==> src/rtl/adc_cap_pkg.sv <==
`timescale 1ns/1ps
package adc_cap_pkg;
  // Strobes handed from the timing control to the capture datapath.
  typedef struct packed {
    logic capture;   // this edge is the falling edge of a start pulse
    logic oeActive;  // converter output enable is asserted
  } capStrobe_t;
endpackage

==> src/rtl/adc_cap_ctrl.sv <==
`timescale 1ns/1ps
module adc_cap_ctrl
  import adc_cap_pkg::*;
#(
  parameter int CNT_W      = 16,
  parameter int DEF_PERIOD = 10,
  parameter int DEF_PULSE  = 5
) (
  input  logic             clk,
  input  logic             rstN,
  input  logic             cfgLoad,
  input  logic [CNT_W-1:0] cfgPeriod,
  input  logic [CNT_W-1:0] cfgPulse,
  output logic             adcStart,
  output logic             adcOeN,
  output capStrobe_t       strobe
);
  localparam logic [CNT_W-1:0] RST_PERIOD = CNT_W'(DEF_PERIOD);
  localparam logic [CNT_W-1:0] RST_PULSE  = CNT_W'(DEF_PULSE);
  localparam logic [CNT_W-1:0] ONE        = CNT_W'(1);

  logic [CNT_W-1:0] periodReg, pulseReg, pendPeriod, pendPulse, phaseCnt;
  logic startQ, oeNQ, cfgOk, atWrap, inPulse;

  always_comb begin
    cfgOk   = cfgLoad && (cfgPulse != '0) && (cfgPeriod > cfgPulse);
    atWrap  = (phaseCnt == periodReg - ONE);
    inPulse = (phaseCnt < pulseReg);
  end

  always_ff @(posedge clk or negedge rstN) begin
    if (!rstN) begin
      periodReg  <= RST_PERIOD;
      pulseReg   <= RST_PULSE;
      pendPeriod <= RST_PERIOD;
      pendPulse  <= RST_PULSE;
      phaseCnt   <= '0;
      startQ     <= 1'b0;
      oeNQ       <= 1'b1;
    end else begin
      if (cfgOk) begin
        pendPeriod <= cfgPeriod;
        pendPulse  <= cfgPulse;
      end
      if (atWrap) begin
        phaseCnt  <= '0;
        periodReg <= cfgOk ? cfgPeriod : pendPeriod;
        pulseReg  <= cfgOk ? cfgPulse  : pendPulse;
      end else begin
        phaseCnt <= phaseCnt + ONE;
      end
      startQ <= inPulse;
      oeNQ   <= 1'b0;
    end
  end

  assign adcStart        = startQ;
  assign adcOeN          = oeNQ;
  assign strobe.capture  = startQ && !inPulse;
  assign strobe.oeActive = !oeNQ;

  assert_oe_held_R2: assert property (@(posedge clk) disable iff (!rstN)
    1'b1 |=> !adcOeN);
  assert_phase_range_R3: assert property (@(posedge clk) disable iff (!rstN)
    phaseCnt < periodReg);
  assert_cfg_legal_R5: assert property (@(posedge clk) disable iff (!rstN)
    (pulseReg != '0) && (periodReg > pulseReg));
  assert_start_low_at_wrap_R3: assert property (@(posedge clk) disable iff (!rstN)
    (atWrap && (periodReg > pulseReg + ONE)) |=> !adcStart);
endmodule

==> src/rtl/adc_cap_dp.sv <==
`timescale 1ns/1ps
module adc_cap_dp
  import adc_cap_pkg::*;
#(
  parameter int DATA_W = 14,
  parameter int IDX_W  = 16
) (
  input  logic              clk,
  input  logic              rstN,
  input  capStrobe_t        strobe,
  input  logic [DATA_W-1:0] adcData,
  input  logic              adcOvf,
  input  logic              outReady,
  output logic              outValid,
  output logic [DATA_W-1:0] outData,
  output logic              outOvf,
  output logic [IDX_W-1:0]  outIdx,
  output logic              overrun
);
  localparam int MSB = DATA_W - 1;
  localparam logic [IDX_W-1:0] IDX_ONE = IDX_W'(1);

  logic              primed, validQ, ovfQ, overrunQ, takeSample, roomFree;
  logic [DATA_W-1:0] tcWord, dataQ;
  logic [IDX_W-1:0]  idxCnt, idxQ;

  // Complementary offset binary to two's complement: invert, then flip MSB back.
  always_comb begin
    tcWord      = ~adcData;
    tcWord[MSB] = adcData[MSB];
    takeSample  = strobe.capture && strobe.oeActive && primed;
    roomFree    = !validQ || outReady;
  end

  always_ff @(posedge clk or negedge rstN) begin
    if (!rstN) begin
      primed   <= 1'b0;
      validQ   <= 1'b0;
      dataQ    <= '0;
      ovfQ     <= 1'b0;
      idxQ     <= '0;
      idxCnt   <= '0;
      overrunQ <= 1'b0;
    end else begin
      if (strobe.capture && strobe.oeActive) primed <= 1'b1;
      if (takeSample) begin
        idxCnt <= idxCnt + IDX_ONE;
        if (roomFree) begin
          validQ <= 1'b1;
          dataQ  <= tcWord;
          ovfQ   <= adcOvf;
          idxQ   <= idxCnt;
        end else begin
          overrunQ <= 1'b1;
        end
      end else if (validQ && outReady) begin
        validQ <= 1'b0;
      end
    end
  end

  assign outValid = validQ;
  assign outData  = dataQ;
  assign outOvf   = ovfQ;
  assign outIdx   = idxQ;
  assign overrun  = overrunQ;

  assert_hold_R11: assert property (@(posedge clk) disable iff (!rstN)
    (outValid && !outReady) |=> (outValid && $stable(outData) && $stable(outIdx) && $stable(outOvf)));
  assert_overrun_sticky_R10: assert property (@(posedge clk) disable iff (!rstN)
    overrun |=> overrun);
  assert_overrun_cause_R10: assert property (@(posedge clk) disable iff (!rstN)
    $rose(overrun) |-> $past(outValid && !outReady && strobe.capture));
  assert_valid_on_capture_R6: assert property (@(posedge clk) disable iff (!rstN)
    $rose(outValid) |-> $past(strobe.capture));
endmodule

==> src/rtl/adc_capture_ctrl.sv <==
`timescale 1ns/1ps
module adc_capture_ctrl
  import adc_cap_pkg::*;
#(
  parameter int DATA_W     = 14,
  parameter int CNT_W      = 16,
  parameter int IDX_W      = 16,
  parameter int DEF_PERIOD = 10,
  parameter int DEF_PULSE  = 5
) (
  input  logic              clk,
  input  logic              rstN,
  input  logic              cfgLoad,
  input  logic [CNT_W-1:0]  cfgPeriod,
  input  logic [CNT_W-1:0]  cfgPulse,
  output logic              adcStart,
  output logic              adcOeN,
  input  logic [DATA_W-1:0] adcData,
  input  logic              adcOvf,
  output logic              outValid,
  input  logic              outReady,
  output logic [DATA_W-1:0] outData,
  output logic              outOvf,
  output logic [IDX_W-1:0]  outIdx,
  output logic              overrun
);
  capStrobe_t strobe;

  adc_cap_ctrl #(.CNT_W(CNT_W), .DEF_PERIOD(DEF_PERIOD), .DEF_PULSE(DEF_PULSE)) u_ctrl (
    .clk(clk), .rstN(rstN), .cfgLoad(cfgLoad), .cfgPeriod(cfgPeriod),
    .cfgPulse(cfgPulse), .adcStart(adcStart), .adcOeN(adcOeN), .strobe(strobe)
  );

  adc_cap_dp #(.DATA_W(DATA_W), .IDX_W(IDX_W)) u_dp (
    .clk(clk), .rstN(rstN), .strobe(strobe), .adcData(adcData), .adcOvf(adcOvf),
    .outReady(outReady), .outValid(outValid), .outData(outData), .outOvf(outOvf),
    .outIdx(outIdx), .overrun(overrun)
  );
endmodule

==> config.mk <==
export PLATFORM = sky130hd
export DESIGN_NAME = adc_capture_ctrl
export DESIGN_NICKNAME = d
export VERILOG_FILES = /design/src/rtl/adc_cap_pkg.sv /design/src/rtl/adc_cap_ctrl.sv /design/src/rtl/adc_cap_dp.sv /design/src/rtl/adc_capture_ctrl.sv
export SDC_FILE = /design/constraint.sdc
export NUM_CORES = 1
export LEC_CHECK = 0
export ABC_AREA = 1
export BUFFER_PORTS_ARGS = -buffer_cell sky130_fd_sc_hd__buf_2
export CAP_MARGIN = 20
export CORE_MARGIN = 1.5
export CORE_UTILIZATION = 63
export DETAILED_ROUTE_END_ITERATION = 8
export PLACE_DENSITY = 0.95
export SETUP_SLACK_MARGIN = 0.4
export SYNTH_ARGS = -nofsm -noshare
export SYNTH_HDL_FRONTEND = slang
export SYNTH_SLANG_ARGS = --single-unit
export TNS_END_PERCENT = 100
==> constraint.sdc <==
create_clock -name clk -period 2.8 [get_ports clk]
set_input_delay 0.7 -clock clk [delete_from_list [all_inputs] [get_ports clk]]
set_output_delay 0.7 -clock clk [all_outputs]
set_load 0.02 [all_outputs]
# Yosys cells after proc, flatten, opt, wreduce, memory -nomap -nowiden

Cells that the tools add are included.

Muxes and demuxes: 6
$add $sub $neg: 3
Eq/ne operators: 2
Reductions and logical operators: 15
$lt $le $gt $ge: 2
Bitwise operators: 2

Operators by type and width:

| operator                                            | count |
|---|---|
| two-way mux 16 bit                                  | 3 |
| adder 16 x 1 -> 16 bit (second input constant)      | 2 |
| equality test 16 bit                                | 1 |
| > comparator 16 bit                                 | 1 |
| less-than comparator 16 bit                         | 1 |
| nonzero test 16 bit                                 | 1 |
| subtractor 16 x 1 -> 16 bit (second input constant) | 1 |
| NOT 13 bit                                          | 1 |
| logical AND 1 bit                                   | 6 |
| AND reduction 2 bit                                 | 3 |
| logical NOT 1 bit                                   | 3 |
| two-way mux 1 bit                                   | 3 |
| inequality test 2 bit (second input constant)       | 1 |
| nonzero test 2 bit                                  | 1 |
| logical OR 1 bit                                    | 1 |
| NOT 1 bit                                           | 1 |

Register bits: 132
Output and inout port bits: 35
Input bits: 51
Logic and storage cells: 44

# Depth between registers and ports, before layout

Gate-level depths: netlist of run 1.

Word-level depth: 7
Gate-level depth with buffers: 16

# Cells and area by module

Synthesis of run 1 repeated with hierarchy kept, for this count alone.

Cell total of the unflattened synthesis: 872
Area, all modules: 7110.6 sq um

Modules (own cells, without submodules):

| module       | times used | cells each | sequential area each (sq um) | area an instance (sq um) |
|---|---|---|---|---|
| adc_cap_ctrl | 1          | 645        | 2063.2                       | 4884.7 |
| adc_cap_dp   | 1          | 227        | 1251.2                       | 2225.9 |

# Worst setup path before layout of run 1

Ideal clock, no wire load.

Path kind: input -> register
Start: in cfgPulse[1]
End: reg u_ctrl.pulseReg[0]
Setup slack: 0.587 ns
Arrival: 2.153 ns
Cell stages on the path: 16
Library setup time: 0.060 ns
Cells stage by stage: inv_1 ha_1 inv_1 nor2_1 o21ai_0 nand2_1 nand2_1 nand2_1 nand2_1 nand2_1 nand2_1 clkbuf_1 nand2_1 nand2_1 nand2_1 nand2_1

Longest elaborated chain between the ends: 4
Elaborated cells on any way between the ends: 5

RTL lines:

| element                                                     | RTL line               | source |
|---|---|---|
| from (decl)                                                 | adc_capture_ctrl.sv:15 | `input logic [CNT_W-1:0] cfgPulse,` |
| branches (longest 2 deep; another with > comparator 16 bit) | --                     |  |
| logical AND 1 bit (*)                                       | adc_cap_ctrl.sv:26     | `cfgOk = cfgLoad && (cfgPulse != '0) && (cfgPeriod > cfgPulse);` |
| two-way mux 16 bit (*)                                      | adc_cap_ctrl.sv:48     | `pulseReg <= cfgOk ? cfgPulse : pendPulse;` |
| to (signal assigned)                                        | adc_cap_ctrl.sv:48     |  |
| to (decl)                                                   | adc_cap_ctrl.sv:22     | `logic [CNT_W-1:0] periodReg, pulseReg, pendPeriod, pendPulse, phaseCnt;` |

Every way passes the cells marked *.
A chain may end at the register's enable or synchronous reset.

# Final worst setup path of run 1

Start: reg u_ctrl.phaseCnt[5]
End: reg u_dp.idxCnt[14]

Longest elaborated chain between the ends: 5

RTL lines:

| element                         | RTL line           | source |
|---|---|---|
| from (decl)                     | adc_cap_ctrl.sv:22 |  |
| from (signal assigned)          | adc_cap_ctrl.sv:50 | `phaseCnt <= phaseCnt + ONE;` |
| less-than comparator 16 bit     | adc_cap_ctrl.sv:28 | `inPulse = (phaseCnt < pulseReg);` |
| logical NOT 1 bit               | adc_cap_ctrl.sv:59 | `assign strobe.capture = startQ && !inPulse;` |
| logical AND 1 bit               | adc_cap_ctrl.sv:59 |  |
| logical AND 1 bit (2 in series) | adc_cap_dp.sv:31   | `takeSample = strobe.capture && strobe.oeActive && primed;` |
| to (signal assigned)            | adc_cap_dp.sv:47   | `idxCnt <= idxCnt + IDX_ONE;` |
| to (decl)                       | adc_cap_dp.sv:25   | `logic [IDX_W-1:0] idxCnt, idxQ;` |

Every way passes these cells.

==> qor.csv, run 1 <==
stage,metric,value,unit
critical_path,crit_required,3100,ps
sta,fin_skew,10.6,ps
placed_design,dp_slack,265,ps
cts,clock_sinks,132,
die,fp.dieW,110,µm
finish,diodes,0,
cts,clk_latency,430,ps
logic_synthesis,synth_edf_count,0,
die,fp-row-count,38,
die,die_h,110,µm
logic_synthesis,yosysWarnings,0,
detailed_routing,ant_nets,0,
global_routing,grt_antenna_before_repair,0,
finish,drive_gt1_share,14.4,%
sta,min_period,2290,ps
critical_path,slowest_stage,dfrtp_2,
cts,cts_tree,yes,
power,powerDensity,554,mW/mm²
sta,grt_setup_unrepaired,yes,
global_routing,grt_max_degree,52,
global_routing,grt_usage,36.3,%
critical_path,setup.worst_path.end_class,flop,
critical_path,slowest_delay,460,ps
detailed_routing,drt_iter0_markers,824,
sta,fmax,0.437,GHz
job,maxCapViolCount,0,
power,peakVddDrop,0.000551,V
sta,setup_tns,0,ps
cts,cts_buffers,17,
cts,root_buffer,clkbuf_16,
logic_synthesis,synth-async-reset-ratio,100,%
detailed_routing,route.detailed.drc,0,
cts,cts_buffer_depth,2,
die,initial_utilization,65.6,%
finish,nets,1123,
placed_design,io_buffers,85,
cts,path_clk_slew,60,ps
sta,max_slew_margin,54.7,%
logic_synthesis,synth_mux_area_share,0,%
logic_synthesis,synth_top_family_by_area,simple AND/OR/NAND/NOR gates,
power,p_leak,4.71,nW
logic_synthesis,synth_fa_ha_area_share,5.91,%
sta,holdWs,312,ps
finish,areaGrowthSynthToFinish,17.5,%
logic_synthesis,synth_ff_type,dfrtp_1,
logic_synthesis,synth-compound-area-share,3.06,%
critical_path,path_common_cell,nand2_1,
global_routing,grt_pass1_wl,32800,µm
critical_path,crit_path_max_fanout,51,
logic_synthesis,synth_xor_area_share,4.26,%
critical_path,cp_cell_sequence,ha_1 > a21oi_1 > nor2_1 > nor3_1 > nand2_1 > nand2_1 > nand2_1 > nand3_1 > clkinv_1 > buf_8 > nand2_1 > o21ai_0,
die,core-area,0.0110,mm²
global_routing,overflow,0,
sta,maxSlewViolCount,0,
logic_synthesis,ys_seq_elements,132,
detailed_routing,firstDrtPassIters,6,
sta,fin_ws,512,ps
worst_hold_path,hp-class,in -> async,
logic_synthesis,yosysSeqAreaShare,46.0,%
detailed_routing,viasPerCell,5.97,
critical_path,startpoint_type,flop,
sta,fin_crit_sh,81.7,%
logic_synthesis,syn_nets,1034,
detailed_routing,vias,7114,
power,finalPower,4.69,mW
die,dieArea,0.0121,mm²
logic_synthesis,yosys.area_share.simple,33.8,%
logic_synthesis,synthCells,949,
logic_synthesis,avgSynthCellArea,7.59,µm²
sta,finalHoldViolations,0,
detailed_routing,avgRoutedWirePerCell,17.2,µm
critical_path,critical_path_class,reg -> reg,
placed_design,dp_hpwl,12400,µm
die,ios,86,
placed_design,gp_congestion,0.957,
sta,worst_slew_pin_slew,679,ps
global_routing,grt_pass1_vias,6797,
cts,htree_num_levels,4,
outcome,status,finished clean,
detailed_routing,drt-total-wl,20500,µm
critical_path,arrival,2580,ps
logic_synthesis,synth_area,0.00720,mm²
cts,postCtsHoldBufs,0,
sta,setup_violations,0,
logic_synthesis,ys_types,33,
## timing repair
action	4_1_cts	5_1_grt
buffers inserted	1	1
gates resized for setup	1	7
cloned	0	1
endpoints found under the setup margin	21	63
## cell usage in the layout, fill, tap and decap left out, drive strengths merged, types with 3 or more instances in the layout
master,synthesis,layout
dfstp,9,9
nor4,7,7
o21ai,22,22
nand3b,5,5
xor2,23,23
dfrtp,123,123
clkinv,1,5
nand4,11,11
nand2,368,368
nand3,102,102
inv,94,94
bufinv,0,3
ha,34,34
buf,13,99
nor3,9,9
nor2,76,76
clkbuf,17,24
a21oi,16,16
xnor2,12,12
## path summary, 6_finish.rpt
| check | startpoint | cells past startpoint | to | slack, ps |
|---|---|---|---|---|
| hold reg to reg | u_ctrl.pendPulse[14] | 2 | u_ctrl.pendPulse[14] | 470 |
| hold / removal | rstN | 1 | u_ctrl.pendPeriod[0] | 310 |
| setup / recovery | u_ctrl.phaseCnt[5] | 12 | u_dp.idxCnt[14] | 510 |
| max in group asynchronous | rstN | 2 | u_ctrl.phaseCnt[9] | 1780 |
| setup reg to reg | u_ctrl.phaseCnt[5] | 12 | u_dp.idxCnt[14] | 510 |
| min in group clk | u_ctrl.pendPulse[14] | 2 | u_ctrl.pendPulse[14] | 470 |
## worst max-delay path, delay by kind of cell, from the launching register on
family                   cells  cell delay [ps]
adder cells (fa/ha/maj)      1              340
buffers and inverters        2              320
flip-flops                   1              460
AO/OA/AOI/OAI                2              250
AND/OR/NAND/NOR              7              750
## cells by family after synthesis
group                      Yosys count
adders and majority gates           34
AOI/OAI and AO/OA                   42
buffers and inverters              125
DFF                                132
xor gates and xnor gates            35
other                                1
and+or+nand+nor                    580
## stage by stage
stage / instances / cell area (µm²) / util (%)
after floorplan: 949 / 7200 / -
after global placement: 1156 / 7820 / 71.2
after detailed placement: 1156 / 7820 / 71.2
after CTS: 1189 / 8420 / 76.6
after global routing: 1191 / 8460 / 77.1
final: 1191 / 8460 / 77.1
## sequential cells by signal, indices dropped and copies added (netlist names)
name               flops
u_ctrl.adcStart        1
u_dp.overrun           1
u_ctrl.adcOeN          1
u_dp.idxCnt           16
u_ctrl.pulseReg       16
u_ctrl.phaseCnt       16
u_dp.outData          14
u_ctrl.pendPulse      16
u_dp.outValid          1
u_dp.outIdx           16
u_dp.outOvf            1
u_ctrl.periodReg      16
u_dp.primed            1
u_ctrl.pendPeriod     16
## metal layers
| metal | vias to the layer above | GRT usage (%) | share of wire, % |
|---|---|---|---|
| met5 | - | 0 | 0 |
| met4 | 0 | 21.3 | 5.5 |
| met3 | 130 | 8.60 | 10 |
| met2 | 498 | 57.4 | 46 |
| met1 | 3311 | 45.4 | 38 |
| li1 | 3175 | - | - |
## synth_stat cells, types with 2 or more instances
cell type / number / area, µm²
clkbuf_1: 16 / 60.1
xor2_1: 23 / 201
nand2_2: 3 / 18.8
nand2_1: 365 / 1370
nand3_1: 102 / 510
a21oi_1: 16 / 80.1
o21ai_0: 21 / 105
nor2_2: 4 / 25.0
dfrtp_1: 123 / 3080
buf_2: 10 / 50.1
nor3_1: 9 / 45.0
nand4_1: 11 / 68.8
nor2_4: 2 / 22.5
nor4_1: 7 / 43.8
inv_1: 93 / 349
o21bai_1: 2 / 15.0
xnor2_1: 12 / 105
buf_4: 2 / 15.0
ha_1: 34 / 425
dfstp_2: 9 / 236
nor2_1: 69 / 259
nand3b_1: 5 / 37.5
## power breakdown
group | internal (mW) | switching (mW)
Combinational | 0.112 | 0.253
Clock | 1.42 | 0.844
Sequential | 2.02 | 0.0395
## layout make-up
cell class,count,area [µm²]
repair buffers,100,628
fillers,686,2520
multi-input cells,692,3400
inverters,95,357
flip-flops and latches,132,3320
clock buffers,23,458
clock inverters,9,129
well taps,140,175
No activity file was read; power rests on OpenSTA's default activity.
==> run 2, diff against run 1 <==
- CORE_UTILIZATION: 63 -> 53
- PLACE_DENSITY: 0.95 -> 0.88
- clock period: 2.8 -> 1.9 ns (I/O delays scaled with it)
==> qor.csv, run 2 <==
stage,metric,value,unit,change
logic_synthesis,synth_mux_area_share,0,%,unchanged
logic_synthesis,synth-compound-area-share,3.06,%,unchanged
cts,htree_num_levels,4,,unchanged
logic_synthesis,syn_nets,1034,,unchanged
placed_design,io_buffers,85,,unchanged
logic_synthesis,synth_top_area_cell,dfrtp_1,,unchanged
logic_synthesis,ys_top_cells_by_area,"dfrtp_1 (43%), nand2_1 (19%), nand3_1 (7.1%), ha_1 (5.9%), inv_1 (4.8%)",,unchanged
global_routing,overflow,6,,
logic_synthesis,yosysSeqAreaShare,46.0,%,unchanged
outcome,status,aborted with a tool error,,was finished clean
logic_synthesis,synth.most_common_cell,nand2_1,,unchanged
die,fp-row-count,42,,was 38
logic_synthesis,ys_types,33,,unchanged
logic_synthesis,synth_ff_type,dfrtp_1,,unchanged
logic_synthesis,synth_top_area_share,42.7,%,unchanged
placed_design,gp_congestion,0.928,,was 0.957
logic_synthesis,synth-async-reset-ratio,100,%,unchanged
die,initial_utilization,54.4,%,was 65.6%
sta,crit_endpoint,u_ctrl.periodReg[10]$_DFFE_PN0N_/D,,
outcome,haltStage,global routing (5_1_grt),,
global_routing,grt_max_degree,38,,
logic_synthesis,synth_top_family_by_area,simple AND/OR/NAND/NOR gates,,unchanged
logic_synthesis,synth_fa_ha_area_share,5.91,%,unchanged
cts,postCtsHoldBufs,0,,unchanged
cts,clock_sinks,132,,unchanged
logic_synthesis,yosys.area_share.simple,33.8,%,unchanged
die,ios,86,,unchanged
logic_synthesis,synth_common_cells,"nand2_1 (365), dfrtp_1 (123), nand3_1 (102)",,unchanged
die,die_h,120,µm,was 110 µm
logic_synthesis,synth_edf_count,0,,unchanged
logic_synthesis,avgSynthCellArea,7.59,µm²,unchanged
logic_synthesis,synth_area,0.00720,mm²,unchanged
die,fp.dieW,120,µm,was 110 µm
cts,cts_buffer_depth,2,,unchanged
logic_synthesis,synthCells,949,,unchanged
logic_synthesis,ys_seq_elements,132,,unchanged
sta,worstEpCategory,register input,,
placed_design,dp_hpwl,13700,µm,was 12400 µm
logic_synthesis,synth_xor_area_share,4.26,%,unchanged
cts,cts_buffers,17,,unchanged
global_routing,grt_usage,73.5,%,
logic_synthesis,yosysWarnings,0,,unchanged
cts,root_buffer,clkbuf_16,,unchanged
outcome,tool.error,[ERROR GRT-0232] Routing congestion too high. Check the congestion heatmap in the GUI.,,
==> run 2: cell counts after synthesis <==
Identical to the previous run, type by type.
==> run 2: metal layers <==
layer	global-route usage, %	GRT overflow
met5	25.4	0
met3	57.1	0
met1	74.3	0
met4	72.8	5
met2	90.2	1
==> run 2: cells by family after synthesis <==
group / after synthesis
AOI/OAI and AO/OA: 42
xor gates and xnor gates: 35
adders and majority gates: 34
buffers and inverters: 125
DFF: 132
other: 1
and+or+nand+nor: 580
==> run 2: what timing repair did <==
item	CTS
pin swaps	85
resized for setup	223
endpoints found under the hold margin	0
buffers inserted	18
gates cloned	13
endpoints found under the setup margin	132
==> run 2: per-stage QoR <==
step | std cells | cell area, µm² | util, % | setup WS [ps]
floorplan | 949 | 7600 | - | 102
global placement | 1263 | 8720 | 65.9 | -182
detailed placement | 1263 | 8720 | 65.9 | -294
CTS | 1326 | 10600 | 80.0 | -156
==> run 3, diff against run 2 <==
- CORE_UTILIZATION: 53 -> 40
- PLACE_DENSITY: 0.88 -> unset
- PLACE_DENSITY_LB_ADDON: unset -> 0.15
- SETUP_SLACK_MARGIN: 0.4 -> unset
- clock period: 1.9 -> 2.5 ns (I/O delays scaled with it)
==> qor.csv, run 3 (synthesis gave the netlist of run 1 again) <==
stage,metric,value,unit,change
cts,clk_latency,420,ps,
placed_design,gp_congestion,0.878,,was 0.928
global_routing,grt_antenna_before_repair,0,,
sta,fmax,0.458,GHz,
finish,nets,1132,,
sta,fin_crit_sh,87.4,%,
global_routing,overflow,0,,
detailed_routing,avgRoutedWirePerCell,13.4,µm,
sta,maxSlewViolCount,0,,
detailed_routing,firstDrtPassIters,4,,
critical_path,startpoint_type,flop,,
critical_path,setup.worst_path.end_class,flop,,
placed_design,dp_slack,178,ps,was -294 ps
critical_path,critical_path_class,reg -> reg,,
power,powerDensity,617,mW/mm²,
outcome,status,finished clean,,was aborted with a tool error
sta,grt_setup_unrepaired,no,,
cts,cts_setup_buffers,0,,was 18
cts,cts_tree,yes,,
cts,root_buffer,clkbuf_16,,unchanged
die,initial_utilization,41.4,%,was 54.4%
global_routing,grt_pass1_wl,28900,µm,
die,core-area,0.0174,mm²,
worst_hold_path,hp-class,in -> async,,
die,dieArea,0.0188,mm²,
placed_design,dp_hpwl,12800,µm,was 13700 µm
finish,diodes,0,,
finish,final_cell_mix,"nand2_1 (365), dfrtp_1 (123), nand3_1 (102)",,
finish,areaGrowthSynthToFinish,20.2,%,
sta,fin_skew,11.9,ps,
critical_path,crit_path_max_fanout,32,,
critical_path,arrival,2480,ps,
detailed_routing,drt_iter0_markers,417,,
global_routing,grt_pass1_vias,5858,,
detailed_routing,vias,6111,,
sta,holdWs,141,ps,
placed_design,place_inst,1253,,was 1263
sta,min_period,2190,ps,
critical_path,crit_required,2800,ps,
detailed_routing,route.detailed.drc,0,,
placed_design,place_area,0.00802,mm²,was 0.00872 mm²
cts,cts_buffers,17,,unchanged
job,maxCapViolCount,0,,
finish,layout_commonest_cell,nand2_1,,
die,fp-row-count,48,,was 42
die,fp.dieW,137,µm,was 120 µm
detailed_routing,drt-total-wl,17300,µm,
die,ios,86,,unchanged
finish,drive_gt1_share,15.2,%,
placed_design,io_buffers,85,,unchanged
global_routing,grt_max_degree,46,,
cts,cts_buffer_depth,2,,unchanged
detailed_routing,viasPerCell,4.76,,
power,p_leak,4.77,nW,
sta,fin_ws,315,ps,
cts,ctsResizeCount,0,,was 223
cts,htree_num_levels,4,,unchanged
cts,path_clk_slew,60,ps,
detailed_routing,ant_nets,0,,
finish,instances_no_fill,1285,,
power,peakVddDrop,0.000511,V,
die,die_h,137,µm,was 120 µm
finish,final_area,0.00865,mm²,
global_routing,grt_usage,19.7,%,
cts,clock_sinks,132,,unchanged
sta,setup_violations,0,,
sta,finalHoldViolations,0,,
sta,setup_tns,0,ps,
cts,postCtsHoldBufs,0,,unchanged
-- run 3: where the power goes --
| part | internal (mW) | switching [mW] | leakage (nW) |
|---|---|---|---|
| combinational | 0.128 | 0.242 | 2.86 |
| clock | 1.72 | 0.953 | 0.303 |
| sequential | 2.26 | 0.0305 | 1.60 |
| total | 4.11 | 1.23 | 4.77 |
-- run 3: layout make-up --
class / instances / area (µm²)
clock buffers: 20 / 457
repair buffers: 109 / 674
clock inverters: 12 / 179
well taps: 225 / 282
multi-input cells: 692 / 3390
fillers: 1743 / 8760
flip-flops and latches: 132 / 3310
inverters: 95 / 357
-- run 3: final timing paths --
path                                     startpoint                    to  slack, ps  cells past startpoint
worst max-delay path            u_ctrl.periodReg[1]    u_ctrl.pulseReg[7]        310                     13
worst min-delay path                           rstN  u_ctrl.pendPeriod[0]        140                      1
worst max register to register  u_ctrl.periodReg[1]    u_ctrl.pulseReg[7]        310                     13
worst min register to register   u_ctrl.pulseReg[5]    u_ctrl.pulseReg[5]        470                      2
max in group asynchronous                      rstN         u_ctrl.adcOeN       1720                      2
min in group clk                             adcOvf           u_dp.outOvf        430                      3
-- run 3: metal layers --
metal  vias up  track usage [%]  share of wire (%)
li1       3191                -                  -
met1      2811             30.1                 53
met2        98             28.8                 43
met3        11             3.46                3.2
met4         0             5.15               0.83
met5         -                0                  0
-- run 3: worst max-delay path: stages, from the launching register on --
cell,delay [ps]
dfstp_2,540
inv_1,50
ha_1,240
nand2_2,160
nand2_1,90
nand3_1,70
nand2_1,50
nor2_1,150
nand3_1,110
nor2_1,120
nand2_1,70
buf_4,240
nand2_1,110
nand2_1,60
-- run 3: stage by stage --
stage / total power [mW] / util [%]
floorplan: 2.52 / -
global placement: 2.70 / 46.0
detailed placement: 2.70 / 46.0
CTS: 5.41 / 49.7
global route: 5.56 / 49.7
finish: 5.34 / 49.7
